### src/rtl/sgd_pkg.sv
package sgd_pkg;
  localparam int AW     = 32;
  localparam int DW     = 32;
  localparam int RA_W   = 6;
  localparam int CNT_W  = 8;
  localparam int PDLY_W = 8;
  localparam int NWORDS = 5;
  localparam int WI_W   = $clog2(NWORDS);
  localparam int NSTICKY = 4;

  localparam logic [RA_W-1:0] RA_STAT = 6'h00;
  localparam logic [RA_W-1:0] RA_CTRL = 6'h10;
  localparam logic [RA_W-1:0] RA_NEXT = 6'h20;

  // control word bit positions
  localparam int CB_GIE      = 4;
  localparam int CB_RUN      = 5;
  localparam int CB_HALT_ERR = 6;
  localparam int CB_IE_CNT   = 7;
  localparam int CB_CNT_LO   = 8;
  localparam int CB_SRST     = 16;
  localparam int CB_KEEP_OWN = 17;
  localparam int CB_POLL     = 18;
  localparam int CB_PDLY_LO  = 19;
  localparam int CB_IRQ_CLR  = 31;
  localparam logic [DW-1:0] CTRL_STORE_MASK = 32'h07FE_FFFF;

  // descriptor flag byte / mover status bits
  localparam int DF_EOP = 0;
  localparam int DF_OWN = 7;
  localparam int SF_ERR = 0;

  typedef enum logic [3:0] {
    E_IDLE, E_FETCH, E_CHECK, E_POLL, E_CMD, E_WAIT, E_WB, E_NEXT, E_HALT
  } eng_st_t;

  typedef struct packed {
    logic [AW-1:0] src;
    logic [AW-1:0] dst;
    logic [AW-1:0] link;
    logic [15:0]   len;
    logic [7:0]    flags;
  } desc_t;

  // byte offset of the idx-th fetched word inside a descriptor
  function automatic logic [7:0] word_off(input logic [WI_W-1:0] idx);
    case (idx)
      3'd0:    return 8'h00;
      3'd1:    return 8'h08;
      3'd2:    return 8'h10;
      3'd3:    return 8'h18;
      default: return 8'h1C;
    endcase
  endfunction

  // result word stored back at offset 0x1C
  function automatic logic [DW-1:0] wb_word(input logic [15:0] moved,
                                            input logic [7:0] st,
                                            input logic [7:0] flags,
                                            input logic keep_own);
    logic [7:0] f;
    f = keep_own ? flags : (flags & 8'h7F);
    return {f, st, moved};
  endfunction

  // count event: true when this descriptor brings the tally to the limit
  function automatic logic cnt_hit(input logic en, input logic [CNT_W-1:0] cnt,
                                   input logic [CNT_W-1:0] limit);
    logic [CNT_W-1:0] nxt;
    nxt = cnt + 1'b1;
    return en && (limit != '0) && (nxt == limit);
  endfunction

  // ev order: {chain, desc, eop, err}, matching enable bits 3..0
  function automatic logic irq_cause(input logic [NSTICKY-1:0] en,
                                     input logic [NSTICKY-1:0] ev,
                                     input logic hit);
    return (|(en & ev)) || hit;
  endfunction
endpackage

### src/rtl/sgd_poll_timer.sv
module sgd_poll_timer #(
  parameter int W = 8
) (
  input  logic         clk,
  input  logic         rst_n,
  input  logic         clr,
  input  logic         load,
  input  logic [W-1:0] dly,
  output logic         expired
);
  logic [W-1:0] cnt;

  always_ff @(posedge clk or negedge rst_n) begin
    if (!rst_n)           cnt <= '0;
    else if (clr)         cnt <= '0;
    else if (load)        cnt <= dly;
    else if (cnt != '0)   cnt <= cnt - 1'b1;
  end

  assign expired = (cnt == '0);
endmodule

### src/rtl/sgd_engine.sv
module sgd_engine
  import sgd_pkg::*;
(
  input  logic              clk,
  input  logic              rst_n,
  input  logic              sreset,
  input  logic              run,
  input  logic              poll_en,
  input  logic              halt_on_err,
  input  logic              keep_own,
  input  logic [PDLY_W-1:0] poll_dly,
  input  logic [AW-1:0]     head,
  output logic              mem_req,
  output logic              mem_we,
  output logic [AW-1:0]     mem_addr,
  output logic [DW-1:0]     mem_wdata,
  input  logic              mem_ack,
  input  logic [DW-1:0]     mem_rdata,
  output logic              mv_cmd_valid,
  output logic [AW-1:0]     mv_src,
  output logic [AW-1:0]     mv_dst,
  output logic [15:0]       mv_len,
  output logic [2:0]        mv_flags,
  input  logic              mv_done,
  input  logic [15:0]       mv_bytes,
  input  logic [7:0]        mv_status,
  output logic              ev_desc,
  output logic              ev_eop,
  output logic              ev_err,
  output logic              ev_chain,
  output logic [AW-1:0]     link_out,
  output logic              busy
);
  eng_st_t         st;
  logic [WI_W-1:0] widx;
  logic [AW-1:0]   cur;
  desc_t           d;
  logic [15:0]     moved;
  logic [7:0]      mst;
  logic            tmr_load, tmr_exp;
  logic            owned;
  logic            last_word;

  assign owned     = d.flags[DF_OWN];
  assign last_word = (widx == WI_W'(NWORDS-1));
  assign tmr_load  = (st == E_CHECK) && !owned && poll_en;

  sgd_poll_timer #(.W(PDLY_W)) u_tmr (
    .clk(clk), .rst_n(rst_n), .clr(sreset), .load(tmr_load),
    .dly(poll_dly), .expired(tmr_exp)
  );

  always_ff @(posedge clk or negedge rst_n) begin
    if (!rst_n) begin
      st <= E_IDLE; widx <= '0; cur <= '0; d <= '0; moved <= '0; mst <= '0;
    end else if (sreset) begin
      st <= E_IDLE; widx <= '0;
    end else begin
      case (st)
        E_IDLE: if (run) begin cur <= head; widx <= '0; st <= E_FETCH; end
        E_FETCH: if (mem_ack) begin
          case (widx)
            3'd0:    d.src   <= mem_rdata;
            3'd1:    d.dst   <= mem_rdata;
            3'd2:    d.link  <= mem_rdata;
            3'd3:    d.len   <= mem_rdata[15:0];
            default: d.flags <= mem_rdata[31:24];
          endcase
          if (last_word) st <= E_CHECK;
          else           widx <= widx + 1'b1;
        end
        E_CHECK: begin
          if (owned)        st <= E_CMD;
          else if (poll_en) st <= E_POLL;
          else              st <= E_HALT;
        end
        E_POLL: if (tmr_exp) begin widx <= '0; st <= E_FETCH; end
        E_CMD:  st <= E_WAIT;
        E_WAIT: if (mv_done) begin moved <= mv_bytes; mst <= mv_status; st <= E_WB; end
        E_WB:   if (mem_ack) st <= E_NEXT;
        E_NEXT: begin
          cur  <= d.link;
          widx <= '0;
          st   <= (mst[SF_ERR] && halt_on_err) ? E_HALT : E_FETCH;
        end
        E_HALT: if (!run) st <= E_IDLE;
        default: st <= E_IDLE;
      endcase
    end
  end

  assign mem_req   = (st == E_FETCH) || (st == E_WB);
  assign mem_we    = (st == E_WB);
  assign mem_addr  = cur + AW'(word_off((st == E_WB) ? WI_W'(NWORDS-1) : widx));
  assign mem_wdata = wb_word(moved, mst, d.flags, keep_own);

  assign mv_cmd_valid = (st == E_CMD);
  assign mv_src       = d.src;
  assign mv_dst       = d.dst;
  assign mv_len       = d.len;
  assign mv_flags     = d.flags[2:0];

  assign ev_desc  = (st == E_NEXT);
  assign ev_eop   = (st == E_NEXT) && d.flags[DF_EOP];
  assign ev_err   = (st == E_NEXT) && mst[SF_ERR];
  assign ev_chain = (st == E_CHECK) && !owned && !poll_en;
  assign link_out = d.link;
  assign busy     = (st != E_IDLE) && (st != E_HALT);


  mv_cmd_pulse_chk: assert property (@(posedge clk) disable iff (!rst_n)
    mv_cmd_valid |=> !mv_cmd_valid);


  own_gate_chk: assert property (@(posedge clk) disable iff (!rst_n)
    (st == E_CHECK && !owned) |=> !mv_cmd_valid);


  srst_quiet_chk: assert property (@(posedge clk) disable iff (!rst_n)
    sreset |=> !mem_req);


  halt_err_chk: assert property (@(posedge clk) disable iff (!rst_n)
    (ev_err && halt_on_err && !sreset) |=> !busy);
endmodule

### src/rtl/sgd_regs.sv
module sgd_regs
  import sgd_pkg::*;
(
  input  logic              clk,
  input  logic              rst_n,
  input  logic              reg_wr,
  input  logic [RA_W-1:0]   reg_addr,
  input  logic [DW-1:0]     reg_wdata,
  output logic [DW-1:0]     reg_rdata,
  input  logic              ev_desc,
  input  logic              ev_eop,
  input  logic              ev_err,
  input  logic              ev_chain,
  input  logic [AW-1:0]     link_in,
  input  logic              busy,
  output logic              sreset,
  output logic              run,
  output logic              poll_en,
  output logic              halt_on_err,
  output logic              keep_own,
  output logic [PDLY_W-1:0] poll_dly,
  output logic [AW-1:0]     head,
  output logic              irq
);
  logic [DW-1:0]      ctrl_q;
  logic [AW-1:0]      next_q;
  logic [NSTICKY-1:0] sticky;
  logic [NSTICKY-1:0] ev_vec;
  logic [CNT_W-1:0]   dcnt;
  logic               pend;
  logic               wr_ctrl, wr_stat, wr_next, irq_clr, hit, cause;

  assign wr_ctrl = reg_wr && (reg_addr == RA_CTRL);
  assign wr_stat = reg_wr && (reg_addr == RA_STAT);
  assign wr_next = reg_wr && (reg_addr == RA_NEXT);
  assign sreset  = wr_ctrl && reg_wdata[CB_SRST];
  assign irq_clr = wr_ctrl && reg_wdata[CB_IRQ_CLR];
  assign ev_vec  = {ev_chain, ev_desc, ev_eop, ev_err};
  assign hit     = ev_desc && cnt_hit(ctrl_q[CB_IE_CNT], dcnt, ctrl_q[CB_CNT_LO +: CNT_W]);
  assign cause   = irq_cause(ctrl_q[NSTICKY-1:0], ev_vec, hit);

  always_ff @(posedge clk or negedge rst_n) begin
    if (!rst_n) begin
      ctrl_q <= '0; next_q <= '0; dcnt <= '0; pend <= 1'b0;
    end else if (sreset) begin
      ctrl_q <= '0; next_q <= '0; dcnt <= '0; pend <= 1'b0;
    end else begin
      if (wr_ctrl) ctrl_q <= reg_wdata & CTRL_STORE_MASK;
      if (ev_desc)      next_q <= link_in;
      else if (wr_next) next_q <= reg_wdata;
      if (ev_desc && ctrl_q[CB_IE_CNT]) dcnt <= hit ? '0 : dcnt + 1'b1;
      pend <= irq_clr ? cause : (pend || cause);
    end
  end

  for (genvar i = 0; i < NSTICKY; i++) begin : g_sticky
    always_ff @(posedge clk or negedge rst_n) begin
      if (!rst_n)      sticky[i] <= 1'b0;
      else if (sreset) sticky[i] <= 1'b0;
      else             sticky[i] <= (sticky[i] && !(wr_stat && reg_wdata[i])) || ev_vec[i];
    end
  end

  always_comb begin
    case (reg_addr)
      RA_STAT: reg_rdata = {{(DW-NSTICKY-1){1'b0}}, busy, sticky};
      RA_CTRL: reg_rdata = ctrl_q;
      RA_NEXT: reg_rdata = next_q;
      default: reg_rdata = '0;
    endcase
  end

  assign run         = ctrl_q[CB_RUN];
  assign poll_en     = ctrl_q[CB_POLL];
  assign halt_on_err = ctrl_q[CB_HALT_ERR];
  assign keep_own    = ctrl_q[CB_KEEP_OWN];
  assign poll_dly    = ctrl_q[CB_PDLY_LO +: PDLY_W];
  assign head        = next_q;
  assign irq         = ctrl_q[CB_GIE] && pend;


  link_load_chk: assert property (@(posedge clk) disable iff (!rst_n)
    (ev_desc && !sreset) |=> (next_q == $past(link_in)));


  sticky_chain_chk: assert property (@(posedge clk) disable iff (!rst_n)
    (ev_chain && !sreset) |=> sticky[3]);


  irq_clear_chk: assert property (@(posedge clk) disable iff (!rst_n)
    (irq_clr && !sreset && !(|ev_vec)) |=> !irq);
endmodule

### src/rtl/sg_desc_ctrl.sv
module sg_desc_ctrl
  import sgd_pkg::*;
(
  input  logic              clk,
  input  logic              rst_n,
  input  logic              reg_wr,
  input  logic [RA_W-1:0]   reg_addr,
  input  logic [DW-1:0]     reg_wdata,
  output logic [DW-1:0]     reg_rdata,
  output logic              mem_req,
  output logic              mem_we,
  output logic [AW-1:0]     mem_addr,
  output logic [DW-1:0]     mem_wdata,
  input  logic              mem_ack,
  input  logic [DW-1:0]     mem_rdata,
  output logic              mv_cmd_valid,
  output logic [AW-1:0]     mv_src,
  output logic [AW-1:0]     mv_dst,
  output logic [15:0]       mv_len,
  output logic [2:0]        mv_flags,
  input  logic              mv_done,
  input  logic [15:0]       mv_bytes,
  input  logic [7:0]        mv_status,
  output logic              irq
);
  logic              sreset, run, poll_en, halt_on_err, keep_own, busy;
  logic [PDLY_W-1:0] poll_dly;
  logic [AW-1:0]     head, link;
  logic              ev_desc, ev_eop, ev_err, ev_chain;

  sgd_regs u_regs (
    .clk(clk), .rst_n(rst_n), .reg_wr(reg_wr), .reg_addr(reg_addr),
    .reg_wdata(reg_wdata), .reg_rdata(reg_rdata),
    .ev_desc(ev_desc), .ev_eop(ev_eop), .ev_err(ev_err), .ev_chain(ev_chain),
    .link_in(link), .busy(busy), .sreset(sreset), .run(run), .poll_en(poll_en),
    .halt_on_err(halt_on_err), .keep_own(keep_own), .poll_dly(poll_dly),
    .head(head), .irq(irq)
  );

  sgd_engine u_eng (
    .clk(clk), .rst_n(rst_n), .sreset(sreset), .run(run), .poll_en(poll_en),
    .halt_on_err(halt_on_err), .keep_own(keep_own), .poll_dly(poll_dly), .head(head),
    .mem_req(mem_req), .mem_we(mem_we), .mem_addr(mem_addr), .mem_wdata(mem_wdata),
    .mem_ack(mem_ack), .mem_rdata(mem_rdata),
    .mv_cmd_valid(mv_cmd_valid), .mv_src(mv_src), .mv_dst(mv_dst), .mv_len(mv_len),
    .mv_flags(mv_flags), .mv_done(mv_done), .mv_bytes(mv_bytes), .mv_status(mv_status),
    .ev_desc(ev_desc), .ev_eop(ev_eop), .ev_err(ev_err), .ev_chain(ev_chain),
    .link_out(link), .busy(busy)
  );
endmodule

### config.mk
export PLATFORM = sky130hd
export DESIGN_NAME = sg_desc_ctrl
export DESIGN_NICKNAME = d
export VERILOG_FILES = /design/src/rtl/sgd_pkg.sv /design/src/rtl/sgd_poll_timer.sv /design/src/rtl/sgd_engine.sv /design/src/rtl/sgd_regs.sv /design/src/rtl/sg_desc_ctrl.sv
export SDC_FILE = /design/constraint.sdc
export NUM_CORES = 1
export LEC_CHECK = 0
export BUFFER_PORTS_ARGS = -buffer_cell sky130_fd_sc_hd__buf_2
export CORE_UTILIZATION = 55
export DETAILED_ROUTE_END_ITERATION = 7
export GPL_TIMING_DRIVEN = 0
export PLACE_DENSITY_LB_ADDON = 0.25
export SYNTH_ARGS = -nofsm -noshare
export SYNTH_HDL_FRONTEND = slang
export SYNTH_HIERARCHICAL = 1
export SYNTH_SLANG_ARGS = --single-unit
### constraint.sdc
create_clock -name clk -period 3.38 [get_ports clk]
set_clock_uncertainty 0.05 [all_clocks]
set_input_delay 0.169 -clock clk [delete_from_list [all_inputs] [get_ports clk]]
set_output_delay 0.169 -clock clk [all_outputs]
set_load 0.01 [all_outputs]
Yosys cells after proc, flatten, opt, wreduce, memory -nomap -nowiden
Cells that the tools add are included.
{"block": "totals", "reg_bits": 268, "input_bits": 99, "output_inout_bits": 183, "word_cells": 158}
{"block": "classes", "n_addsub": 4, "eq_ne": 28, "n_mux": 41, "n_bitwise": 3, "n_reduce_logical": 63}
{"operator": "$mux W32", "count": 6}
{"operator": "$pmux W32 S3", "count": 1}
{"operator": "$pmux W32 S2", "count": 1}
{"operator": "$mux W8", "count": 7}
{"operator": "$mux W4", "count": 11}
{"operator": "$pmux W4 S9", "count": 1}
{"operator": "$add A32 B5 Y32", "count": 1}
{"operator": "$logic_and A1 B1 Y1", "count": 25}
{"operator": "$pmux W5 S4", "count": 1}
{"operator": "$reduce_and A4 Y1", "count": 5}
{"operator": "$mux W3", "count": 6}
{"operator": "$eq A4 B3 Y1 const B", "count": 4}
{"operator": "$reduce_bool A8 Y1", "count": 2}
{"operator": "$ne A3 B3 Y1 const B", "count": 5}
{"operator": "$eq A3 B2 Y1 const B", "count": 4}
{"operator": "$pmux W3 S4", "count": 1}
{"operator": "$add A8 B1 Y8 const B", "count": 1}
{"operator": "$eq A4 B2 Y1 const B", "count": 2}
{"operator": "$eq A8 B8 Y1", "count": 1}
{"operator": "$logic_not A8 Y1", "count": 1}
{"operator": "$reduce_or A4 Y1", "count": 2}
{"operator": "$sub A8 B1 Y8 const B", "count": 1}
{"operator": "$logic_or A1 B1 Y1", "count": 7}
{"operator": "$reduce_and A7 Y1", "count": 1}
{"operator": "24 further kinds", "count": 42}

Longest topological paths before layout
Gate-level depths: netlist of run 1.
{"block": "depth", "ltp_word": 9, "ltp_mapped": 13, "depth_no_buf": 9}

Modules after synthesis
The synthesis of run 1 kept the hierarchy.
{"module": "sgd_engine", "instances": 1, "cells_per_inst": 760, "area_per_inst_um2": 9351.5, "seq_area_each_um2": 4579.4}
{"module": "sgd_regs", "instances": 1, "cells_per_inst": 454, "area_per_inst_um2": 3980.1, "seq_area_each_um2": 1776.7}
{"module": "sgd_poll_timer", "instances": 1, "cells_per_inst": 53, "area_per_inst_um2": 509.2, "seq_area_each_um2": 200.2}

Least setup slack after synthesis of run 1
No wires, ideal clock.
{"block": "synth_path", "kind": "flip-flop to output port", "from": "register u_eng.st[0]", "to": "output mem_addr[24]", "t_arrival_ps": 2852, "required_ps": 3161, "slack_ps": 309, "stages_incl_launch_ff": 13, "n_path_buf": 3, "cell_sequence": "dfrtp_1 clkbuf_2 clkbuf_1 nand2b_1 o21ai_0 ha_1 inv_1 fa_1 nand2b_1 a2111o_1 clkbuf_1 nor3_1 xor2_1"}
{"block": "synth_via", "elab_chain_len": 5}
{"element": "start: declaration", "line": "sgd_engine.sv:34", "text": "eng_st_t st;"}
{"element": "start signal: assignment", "line": "sgd_engine.sv:84", "text": "st <= (mst[SF_ERR] && halt_on_err) ? E_HALT : E_FETCH;"}
{"element": "$eq A4 B3 Y1 (*)", "line": "sgd_engine.sv:94", "text": "assign mem_addr = cur + AW'(word_off((st == E_WB) ? WI_W'(NWORDS-1) : widx));"}
{"element": "$mux W3 (*)", "line": "sgd_engine.sv:94"}
{"element": "$eq A3 B2 Y1 (tied with other cells)", "line": "sgd_pkg.sv:47", "text": "case (idx)"}
{"element": "$pmux W5 S4 (*)", "line": "sgd_pkg.sv:47"}
{"element": "$add A32 B5 Y32 (*)", "line": "sgd_engine.sv:94"}
{"element": "end: declaration", "line": "sg_desc_ctrl.sv:12", "text": "output logic [AW-1:0] mem_addr,"}
Mark *: on every way between the ends. The rest lies on a longest branch, timed or not.

Worst setup path in the final report of run 1
{"block": "layout_path", "from": "register u_eng.st[1]", "to": "output mem_addr[26]"}
The elaborated chain is that of the path after synthesis.

==> results of run 1 <==
[per-layer routing]
layer  routed length [um]  GRT usage (%)  vias up  part of all wire (%)
met5                    0              0        -                     0
met4                 1377          10.61        0                   3.5
met3                 3110          5.191       90                   7.9
met2                18780          50.35      514                    48
met1                16250          41.13     5411                    41
li1                     -              -     5143                     -
[tightest hold or removal path: cells and delay by family]
| family | cells | cell delay, ns |
|---|---|---|
| mux | 1 | 0.22 |
| simple gates | 1 | 0.07 |
| buf+inv | 2 | 0.15 |
[what timing repair did]
| action | in CTS | in global routing |
|---|---|---|
| setup endpoints to repair | 24 | 21 |
| endpoints found under the hold margin | 263 | 0 |
| buffers inserted | 13 | 6 |
| pin swaps | 8 | 11 |
| hold buffers | 87 | 0 |
| gates cloned | 1 | 0 |
| resized for setup | 41 | 15 |
[power groups by stage]
| stage | Combinational [mW] | Clock [mW] | Sequential (mW) |
|---|---|---|---|
| after floorplan | 4.27 | 0 | 5.33 |
| after global routing | 6.94 | 3.74 | 5.90 |
| after detailed placement | 5.96 | 0 | 5.71 |
| after global placement | 5.80 | 0 | 5.64 |
| after CTS | 6.35 | 3.62 | 5.69 |
| final | 6.44 | 3.55 | 5.75 |
[through the flow]
stage / TNS, ns / worst slack [ns]
2_1_floorplan: 0 / 0.3087
3_3_place_gp: -720.44 / -2.700
3_5_place_dp: -18.40 / -0.3253
4_1_cts: -0.7885 / -0.1226
5_1_grt: -2.410 / -0.2654
6_report: -1.550 / -0.1766
[kinds of logic after synthesis]
| logic type | after synthesis | share of synthesized area [%] |
|---|---|---|
| buffers and inverters | 239 | 10.82 |
| and+or+nand+nor | 346 | 12.95 |
| adders and majority gates | 12 | 1.139 |
| AOI/OAI and AO/OA | 178 | 8.977 |
| xor gates and xnor gates | 48 | 3.037 |
| DFF | 262 | 47.37 |
| muxes | 182 | 15.71 |
[worst max path at each step]
stage	start	endpoint	slack, ns	cells after the start
final	u_eng/st[1]	mem_addr[26]	-0.18	12
after global routing	u_eng/st[1]	mem_addr[26]	-0.27	12
after CTS	u_eng/st[0]	mem_addr[20]	-0.12	11
after detailed placement	u_eng/st[3]	mem_addr[29]	-0.33	9
after global placement	rst_n	u_eng/mv_dst[27]	-2.70	1
after floorplan	u_eng/st[0]	mem_addr[24]	0.31	12
[placed cells by master (no fill, tap or decap), types with 33 or more instances in the layout]
cell             n
buf_4          150
inv_1           33
mux2_2          98
o21ai_0         69
nor2_1          57
nand3_1         45
clkbuf_1        35
dfrtp_1        261
nand2_1        112
mux2i_1         38
dlygate4sd3_1   87
mux2_4          46
buf_2          296
[area by class of cell]
class / instances / area, um^2
plain buffers: 201 / 1389
clock buffers: 35 / 798.3
clock inverters: 17 / 292.8
fillers: 1721 / 6450
inverters: 36 / 135.1
multi-input cells: 767 / 5988
flip-flops and latches: 262 / 6558
well taps: 324 / 405.4
repair buffers: 388 / 2517
[flip-flops by register name (all words and copies together), names as in the netlist]
name / flops
u_eng/cur: 32
u_eng/link_out: 32
u_eng/mv_dst: 32
u_eng/mv_src: 32
u_regs/head: 32
u_regs/ctrl_q: 26
u_eng/moved: 16
u_eng/mv_len: 16
u_eng/mst: 8
u_eng/u_tmr/cnt: 8
u_regs/dcnt: 8
u_eng/d: 5
u_eng/st: 4
u_regs/sticky: 4
u_eng/mv_flags: 3
u_eng/widx: 3
u_regs/pend: 1
==> impl_results.md, run 1 <==
- Layout cells sized above 1: between 40% and 50%
- Yosys reg bits: 262
- WHS Path Cells: 4
- EDFF count, synth: 0
- Net count after synthesis: about 1400
- DR vias: 11160
- RSZ-0062 raised after global routing: yes
- Antenna violations before repair: 0
- Layout area overhead: 30.65%
- Worst reg2reg path startpoint: u_eng/st[3]
- CP Cell Sequence: buf_6 > buf_6 > nand2b_4 > o21ai_2 > ha_2 > inv_2 > fa_2 > nand2b_4 > a2111o_2 > nor3_2 > xor2_1 > buf_2
- Global-route wire length before repair: 61.72 mm
- Cell variety after synth: 70
- Post-synth top area share: 47.37%
- Crit Path Class: flop to output port
- Remaining Overflow, GRT: 0
- Clock-pin slew on the worst setup and hold paths: 0.06 ns
- Post-layout min period: 3.557 ns
- Sequential share of the synthesized area: 47.37%
- IO Count: 282
- Setup crit end kind: output port
- Placed inst area: 0.01572 mm^2
- Commonest cells post-synth: dfrtp_1, buf_4, nand2_1
- Final RePlAce weighted congestion: 0.9151
- Most used DFF post-synth: dfrtp_1
- CP max FO: 10
- Synth area leader: dfrtp_1
- CTS tree: built
- Slowest CP cell: a2111o_2
- Port Buffers: 278
- Clk_lat worst skew: 0.54 ns
- Final hold violations: 0
- Post-route DRC: 0
- Pwr Density: 870.8 mW/mm^2
- Combinational power share: 40.9%
- Worst vdd ir: approximately 0.00056 V
- Pin count of the biggest net entering global routing: 116
- # H-tree levels: 1
- Switch Pwr: 5.342 mW
- Clk sink count: between 200 and 300
- Design Power: around 16 mW
- CP arrival: between 3 and 4 ns
- Hold path startpoint: mv_done
- Worst r2r path cells: 11
- DR WL/cell: around 19 um
- # Max-Cap Violations: 0
- Row cnt: 57
- Internal Power: 10.41 mW
- Syn Area/Cell: 10.92 um^2
- Synth Instances: 1267
- Final Setup Violations: 13
- Req. time, crit path: 3.16 ns
- Fin cells: roughly 2000
- CTS root buf: clkbuf_16
- Final WS setup: -0.1766 ns
- Switching Share: about 34%
- HP Class: primary input to flop
- Core Area: between 0.02 and 0.025 mm^2
- Leakage: 9.103 nW
- Main area contributors after synthesis: dfrtp_1, mux2_2, buf_4
- Critical Path Start Type: flop
- Asr flop ratio synth: 100.0%
- Detailed Routing Iterations Pass 1: 5
- Routed wire length: 39.52 mm
- Slew HR: 36.67%
- CTS buffer count: 28
- Diode count: 0
- Buffers and inverters on the worst path: 4
- Largest delay share family, worst path: compound AO/OA/AOI/OAI gates
- First DRT Iteration DRCs: 946
- Post-DP HPWL: 28.03 mm
- Sequential share of power: 36.5%
- Clock share of power: approximately 23%
- Post-route ant nets: 0
- Dpl cells: 1873
- Pins over their slew limit: 0
- Fin area: 0.01808 mm^2
- DIE HEIGHT: 160.6 um
- Initial Util: a little under three fifths
- Die Wd: 160.6 um
- Total track usage: 30.64%
- Mapped Area: 0.01384 mm^2
- Worst path max stage delay: 0.61 ns
- Clk buf depth: 3
- Status: finished with violations
- Reg2reg setup slack: 0.18 ns
- Nets: 1795
- Final Cycle Share: 105.2%
- Hold_ws: 0.06843 ns
- DIE AREA: 0.02580 mm^2
- Failing checks: negative setup slack
- Max Fclk: 281.2 MHz
- Via/cell ratio: roughly 5.5
- Most frequent cell after synthesis: dfrtp_1
- Worst-Margin Slew: 0.9448 ns
- Warnings from Yosys: 6
- Vias in the first global route: 11100
- Worst reg2reg endpoint: u_regs/dcnt[0]
- Post-Route Utilization: between 70% and 80%
- Hold path endpoint: u_eng/mst[7]
No activity file was read; power rests on OpenSTA's default activity.
==> run 2: changes to the inputs <==
--- a/config.mk
+++ b/config.mk
@@ -5,7 +5,7 @@
 export SDC_FILE = /design/constraint.sdc
 export NUM_CORES = 1
 export LEC_CHECK = 0
-export BUFFER_PORTS_ARGS = -buffer_cell sky130_fd_sc_hd__buf_2
+export BUFFER_PORTS_ARGS = -buffer_cell sky130_fd_sc_hd__buf_4
 export CORE_UTILIZATION = 55
 export DETAILED_ROUTE_END_ITERATION = 7
 export GPL_TIMING_DRIVEN = 0
==> run 2 against run 1 <==
Compared with the run above:
- the flow still finishes with violations (negative setup slack)
- largest cell class unchanged
- flip-flop and latch count unchanged
- critical path type unchanged
- via count increased by 0.92%
- critical endpoint is now mem_addr[24]
- die area did not move
- power grew 4.5%
- clock power rose by 2%
- global-route usage increased by 0.81 points
- routed wire length grew 3.3%
- hold slack got worse by 0.035 ns
- non-clock buffer count down 1
==> impl_results.md, run 2 (synthesized netlist as in run 1, its figures left out) <==
- Status: finished with violations
- Failing checks: negative setup slack
- Vias in the first global route: 11370 (+2.4%)
- Worst reg2reg path startpoint: u_eng/st[0]
- Remaining Overflow, GRT: 0 (unchanged)
- Placed inst area: 0.01642 mm^2 (+4.4%)
- RSZ-0062 raised after global routing: yes
- Commonest non-fill, non-tap cells in the layout: buf_4, dfrtp_1, nand2_1
- Setup crit end kind: output port
- Final hold violations: 0 (unchanged)
- Hold_ws: 0.03369 ns (-0.03474 ns)
- Via/cell ratio: 5.545 (+0.87%)
- Slew HR: 38.20% (+1.5 points)
- First DRT Iteration DRCs: 940 (-0.63%)
- CP Cell Sequence: clkbuf_8 > and4bb_2 > or3_4 > ha_4 > nand2b_4 > a2111o_2 > nor3_2 > xor2_1 > buf_4
- CTS root buf: clkbuf_16
- Die Wd: 160.6 um (unchanged)
- Antenna violations before repair: 1 (+1)
- Worst vdd ir: 0.0006432 V (+15%)
- Slowest CP cell: a2111o_2
- Pwr Density: 875.9 mW/mm^2 (+0.58%)
- DR vias: 11260 (+0.92%)
- CTS tree: built
- Row cnt: 57 (unchanged)
- Hold path endpoint: u_regs/head[24]
- Clk_lat worst skew: 0.55 ns (about the same)
- Dpl cells: 1873 (unchanged)
- Pins over their slew limit: 0 (unchanged)
- CP arrival: 3.27 ns (-0.07 ns)
- Post-DP HPWL: 28.35 mm (+1.1%)
- Final Setup Violations: 13 (unchanged)
- Design Power: 16.46 mW (+4.5%)
- Global-route wire length before repair: 63.44 mm (+2.8%)
- Worst-Margin Slew: 0.9219 ns (-0.02285 ns)
- Req. time, crit path: 3.16 ns (about the same)
- Clock-pin slew on the worst setup and hold paths: 0.06 ns (about the same)
- Largest delay share family, worst path: simple AND/OR/NAND/NOR gates
- Critical Path Start Type: flop
- Final WS setup: -0.1110 ns (+0.06554 ns)
- Core Area: 0.02453 mm^2 (unchanged)
- Most common cell after layout, fill and taps aside: buf_4
- Fin cells: 2031 (+0.049%)
- Clk buf depth: 3 (unchanged)
- CP max FO: 10 (unchanged)
- Hold path startpoint: reg_wr
- Fill count: 1624 (-5.6%)
- # Max-Cap Violations: 0 (unchanged)
- Post-layout min period: 3.491 ns (-0.06554 ns)
- DR WL/cell: 20.10 um (+3.2%)
- Crit Path Class: flop to output port
- Post-route ant nets: 0 (unchanged)
- FF/Latch Area: 0.006558 mm^2 (unchanged)
- Pin count of the biggest net entering global routing: 119 (+2.6%)
- Initial Util: 56.42% (unchanged)
- Total track usage: 31.46% (+0.81 points)
- Fin area: 0.01880 mm^2 (+3.9%)
- WHS Path Cells: 3 (-1)
- Placement Setup Slack: -0.3282 ns (-0.002903 ns)
- Worst reg2reg endpoint: u_regs/dcnt[1]
- Reg2reg setup slack: 0.30 ns (+0.12 ns)
- Layout cells sized above 1: 41.85% (-0.29 points)
- Port Buffers: 278 (unchanged)
- DIE HEIGHT: 160.6 um (unchanged)
- Layout area overhead: 35.81%
- Max Fclk: 286.4 MHz (+1.9%)
- Clk sink count: 262 (unchanged)
- HP Class: primary input to flop
- IO Count: 282 (unchanged)
- Buffers and inverters on the worst path: 2 (-2)
- Routed wire length: 40.82 mm (+3.3%)
- Leakage: 9.259 nW (+1.7%)
- # H-tree levels: 1 (unchanged)
- Final Cycle Share: 103.3% (-1.9 points)
- CTS buffer count: 29 (+3.6%)
- Worst path max stage delay: 0.54 ns (-0.07 ns)
- Nets: 1795 (unchanged)
- Final RePlAce weighted congestion: 0.9097 (-0.59%)
- Detailed Routing Iterations Pass 1: 5 (unchanged)
- DIE AREA: 0.02580 mm^2 (unchanged)
- Post-route DRC: 0 (unchanged)
- Worst r2r path cells: 13 (+2)
- Multi-input gate area in the final layout: 0.005989 mm^2 (about the same)
==> run 2: worst max path at each step <==
stage	startpoint	end	slack, ns	cells past startpoint
detailed placement	reg_addr[1]	u_eng/mv_len[7]	-0.33	12
global placement	u_eng/st[3]	mem_addr[15]	-0.79	9
floorplan	u_eng/st[0]	mem_addr[24]	0.31	12
CTS	u_eng/st[0]	mem_addr[24]	-0.07	11
finish	u_eng/st[2]	mem_addr[24]	-0.11	9
global route	u_eng/st[3]	mem_addr[24]	-0.20	10
==> run 2: metal layers <==
metal  GRT usage (%)  vias up  wire, um
li1                -     5140         -
met1           42.52     5577     16890
met2           51.50      483     19910
met3           5.114       61      3044
met4           10.91        0       976
met5               0        -         0
==> run 2: metrics by stage <==
stage,setup TNS [ns],utilization (%)
CTS,-0.3617,76.35
finish,-0.8391,76.62
global route,-2.154,76.62
global placement,-39.59,66.57
floorplan,0,-
detailed placement,-19.83,66.91
==> run 2: repair_timing <==
item / 4_1_cts / 5_1_grt
setup endpoints to repair: 24 / 33
gates resized for setup: 45 / 10
endpoints found under the hold margin: 347 / 0
setup buffers: 16 / 2
gates cloned: 1 / 0
pin swaps: 11 / 4
hold buffers: 87 / 0
==> run 2: area by class of cell <==
cell class	count	share of cell area, %
antenna	1	0.01331
multi-input combinational	767	31.86
clock buffer	41	4.473
sequential	262	34.89
buffer	201	7.429
tap	324	2.157
timing repair buffer	387	17.04
clock inverter	12	1.418
inverter	36	0.7189
==> run 2: power by group <==
part,total [mW],switching [mW],internal (mW),leakage (nW)
sequential,5.78,1.28,4.50,3.23
combinational,7.07,2.93,4.14,5.49
clock,3.61,1.28,2.33,0.539
==> run 2: worst min-delay path, cell delays in order <==
cell	delay, ns
clkbuf_1	0.20
nand3_1	0.13
a311oi_1	0.09
==> run 3: changes to the inputs <==
--- a/config.mk
+++ b/config.mk
@@ -10,6 +10,7 @@
 export DETAILED_ROUTE_END_ITERATION = 7
 export GPL_TIMING_DRIVEN = 0
 export PLACE_DENSITY_LB_ADDON = 0.25
+export RECOVER_POWER = 100
 export SYNTH_ARGS = -nofsm -noshare
 export SYNTH_HDL_FRONTEND = slang
 export SYNTH_HIERARCHICAL = 1
==> constraint.sdc (replaced) <==
create_clock -name clk -period 3.38 [get_ports clk]
set_clock_uncertainty 0.05 [all_clocks]
set_input_delay 0.338 -clock clk [delete_from_list [all_inputs] [get_ports clk]]
set_output_delay 0.338 -clock clk [all_outputs]
set_load 0.01 [all_outputs]
==> run 3 against run 2 <==
Compared with the run above:
- the run ends with max-capacitance violations, max-slew violations, negative setup slack left
- combinational power fell by 5.1%
- register-to-register slack barely moved
- clock power barely moved
- clock-buffer cell count did not move
- utilization fell by 2.7 points
- highest routed layer unchanged
==> impl_results.md, run 3 (synthesized netlist as in run 1, its figures left out) <==
- Pins over their slew limit: 40 (+40)
- DR WL/cell: 19.92 um (-0.88%)
- Pin count of the biggest net entering global routing: 119 (unchanged)
- Design Power: 16.06 mW (-2.5%)
- Crit Path Class: flop to output port
- Most common cell after layout, fill and taps aside: buf_4
- Clk buf depth: 3 (unchanged)
- Worst reg2reg path startpoint: u_eng/st[0]
- Met1 usage: 41.43% (-1.1 points)
- Hold path startpoint: reg_wdata[25]
- Post-route ant nets: 0 (unchanged)
- Worst-Margin Slew: 2.359 ns (+1.437 ns)
- Post-Route Utilization: 73.87% (-2.7 points)
- Initial Util: 56.42% (unchanged)
- DIE HEIGHT: 160.6 um (unchanged)
- Final Setup Violations: 49 (+36)
- Post-route DRC: 0 (unchanged)
- Clk_lat worst skew: 0.54 ns (about the same)
- Die Wd: 160.6 um (unchanged)
- Reg2reg setup slack: 0.29 ns (about the same)
- # Max-Cap Violations: 1 (+1)
- Detailed Routing Iterations Pass 1: 5 (unchanged)
- Req. time, crit path: 2.99 ns (-0.17 ns)
- GRT Max-Usage Layer: met2
- Row cnt: 57 (unchanged)
- Remaining Overflow, GRT: 0 (unchanged)
- Vias in the first global route: 11100 (-2.4%)
- Grt met3 use: 5.424% (+0.31 points)
- # H-tree levels: 1 (unchanged)
- Slew HR: -57.26% (-95 points)
- Post-layout min period: 3.646 ns (+0.1553 ns)
- Layout cells sized above 1: 39.25% (-2.6 points)
- Final Cycle Share: 107.9% (+4.6 points)
- DIE AREA: 0.02580 mm^2 (unchanged)
- DR vias: 11060 (-1.8%)
- Clk sink count: 262 (unchanged)
- Commonest non-fill, non-tap cells in the layout: buf_4, dfrtp_1, nand2_1
- RSZ-0062 raised after global routing: yes
- Routed wire length: 39.56 mm (-3.1%)
- Total track usage: 30.56% (-0.89 points)
- Core Area: 0.02453 mm^2 (unchanged)
- IO Count: 282 (unchanged)
- Setup crit end kind: output port
- Global-route wire length before repair: 61.57 mm (-2.9%)
- Antenna violations before repair: 1 (unchanged)
- WHS Path Cells: 3 (unchanged)
- Final hold violations: 0 (unchanged)
- First DRT Iteration DRCs: 879 (-6.5%)
- HP Class: primary input to flop
- Worst vdd ir: 0.0006384 V (-0.76%)
- Leakage: 8.822 nW (-4.7%)
- M2 GR Usage: 49.57% (-1.9 points)
- Critical Path Start Type: flop
- CTS buffer count: 29 (unchanged)
- Post-DP HPWL: 28.35 mm (unchanged)
- Via/cell ratio: 5.568 (+0.42%)
- Final RePlAce weighted congestion: 0.9097 (unchanged)
- Fill count: 1776 (+9.4%)
- Worst r2r path cells: 13 (unchanged)
- CTS root buf: clkbuf_16
- CP max FO: 5 (-5)
- Max Fclk: 274.3 MHz (-4.3%)
- Hold path endpoint: u_regs/ctrl_q[25]
- Final WS setup: -0.2663 ns (-0.1553 ns)
- Failing checks: max-capacitance violations, max-slew violations, negative setup slack
- Nets: 1750 (-2.5%)
- CTS tree: built
- Status: finished with violations
- Clock-pin slew on the worst setup and hold paths: 0.06 ns (about the same)
- Layout area overhead: 30.93%
- Port Buffers: 278 (unchanged)
- Pwr Density: 886.0 mW/mm^2 (+1.2%)
- CP arrival: 3.26 ns (about the same)
- Worst reg2reg endpoint: u_regs/dcnt[1]
==> run 3: area by class of cell <==
cell class / instances / area, um^2 / area share [%]
inverter: 36 / 135.1 / 0.7457
clock inverter: 12 / 266.5 / 1.471
buffer: 201 / 1393 / 7.684
sequential: 262 / 6558 / 36.18
multi-input combinational: 767 / 6010 / 33.16
timing repair buffer: 342 / 2512 / 13.86
clock buffer: 41 / 840.8 / 4.640
tap: 324 / 405.4 / 2.237
antenna: 1 / 2.502 / 0.01381
==> run 3: per-stage QoR <==
| step | setup TNS (ns) | hold WS (ns) | cells | cell area, um^2 | worst slack, ns |
|---|---|---|---|---|---|
| 3_5_place_dp | -50.34 | 0.1913 | 1873 | 16420 | -0.4972 |
| 5_1_grt | -47.62 | 0.008423 | 1986 | 18120 | -0.3610 |
| 4_1_cts | -2.937 | 0.0004858 | 1983 | 18290 | -0.2408 |
| 3_3_place_gp | -114.17 | 0.4181 | 1869 | 16330 | -0.9600 |
| 6_report | -5.138 | 0.01861 | 1986 | 18120 | -0.2663 |
| 2_1_floorplan | 0 | -0.007591 | 1267 | 13840 | 0.1397 |
==> run 3: report_power, final <==
part | total [mW] | leakage [nW] | internal, mW | switching, mW
Clock | 3.61 | 0.539 | 2.33 | 1.28
Sequential | 5.74 | 3.23 | 4.50 | 1.24
Combinational | 6.71 | 5.05 | 3.80 | 2.91
==> run 3: worst max-delay path by stage <==
stage | cells past startpoint | from | end
2_1_floorplan | 12 | u_eng/st[0] | mem_addr[24]
3_3_place_gp | 9 | u_eng/st[3] | mem_addr[15]
3_5_place_dp | 12 | reg_addr[1] | u_eng/mv_len[7]
4_1_cts | 11 | u_eng/st[0] | mem_addr[24]
5_1_grt | 10 | u_eng/st[3] | mem_addr[20]
6_report | 11 | u_eng/st[0] | mem_addr[24]
==> run 3: repair_timing <==
item                                   in CTS  in global routing
endpoints found under the hold margin      97                  0
hold buffers                               42                  0
pin swaps                                  11                  5
gates cloned                                1                  0
gates resized for setup                    46                 14
setup endpoints to repair                  26                 80
buffers inserted                           16                  2
==> run 3: critical path: stages (launching register included) <==
cell	delay (ns)
dfrtp_2	0.42
clkbuf_8	0.14
nand2b_4	0.14
o21ai_2	0.12
ha_2	0.20
inv_2	0.04
fa_2	0.36
nand2b_4	0.17
a2111o_2	0.53
nor3_2	0.22
xor2_1	0.21
buf_4	0.15
==> run 3: layer usage <==
metal  part of all wire, %  up-vias
li1                      -     5051
met5                     0        -
met3                   8.4       80
met4                   3.1        0
met1                    41     5383
met2                    48      544
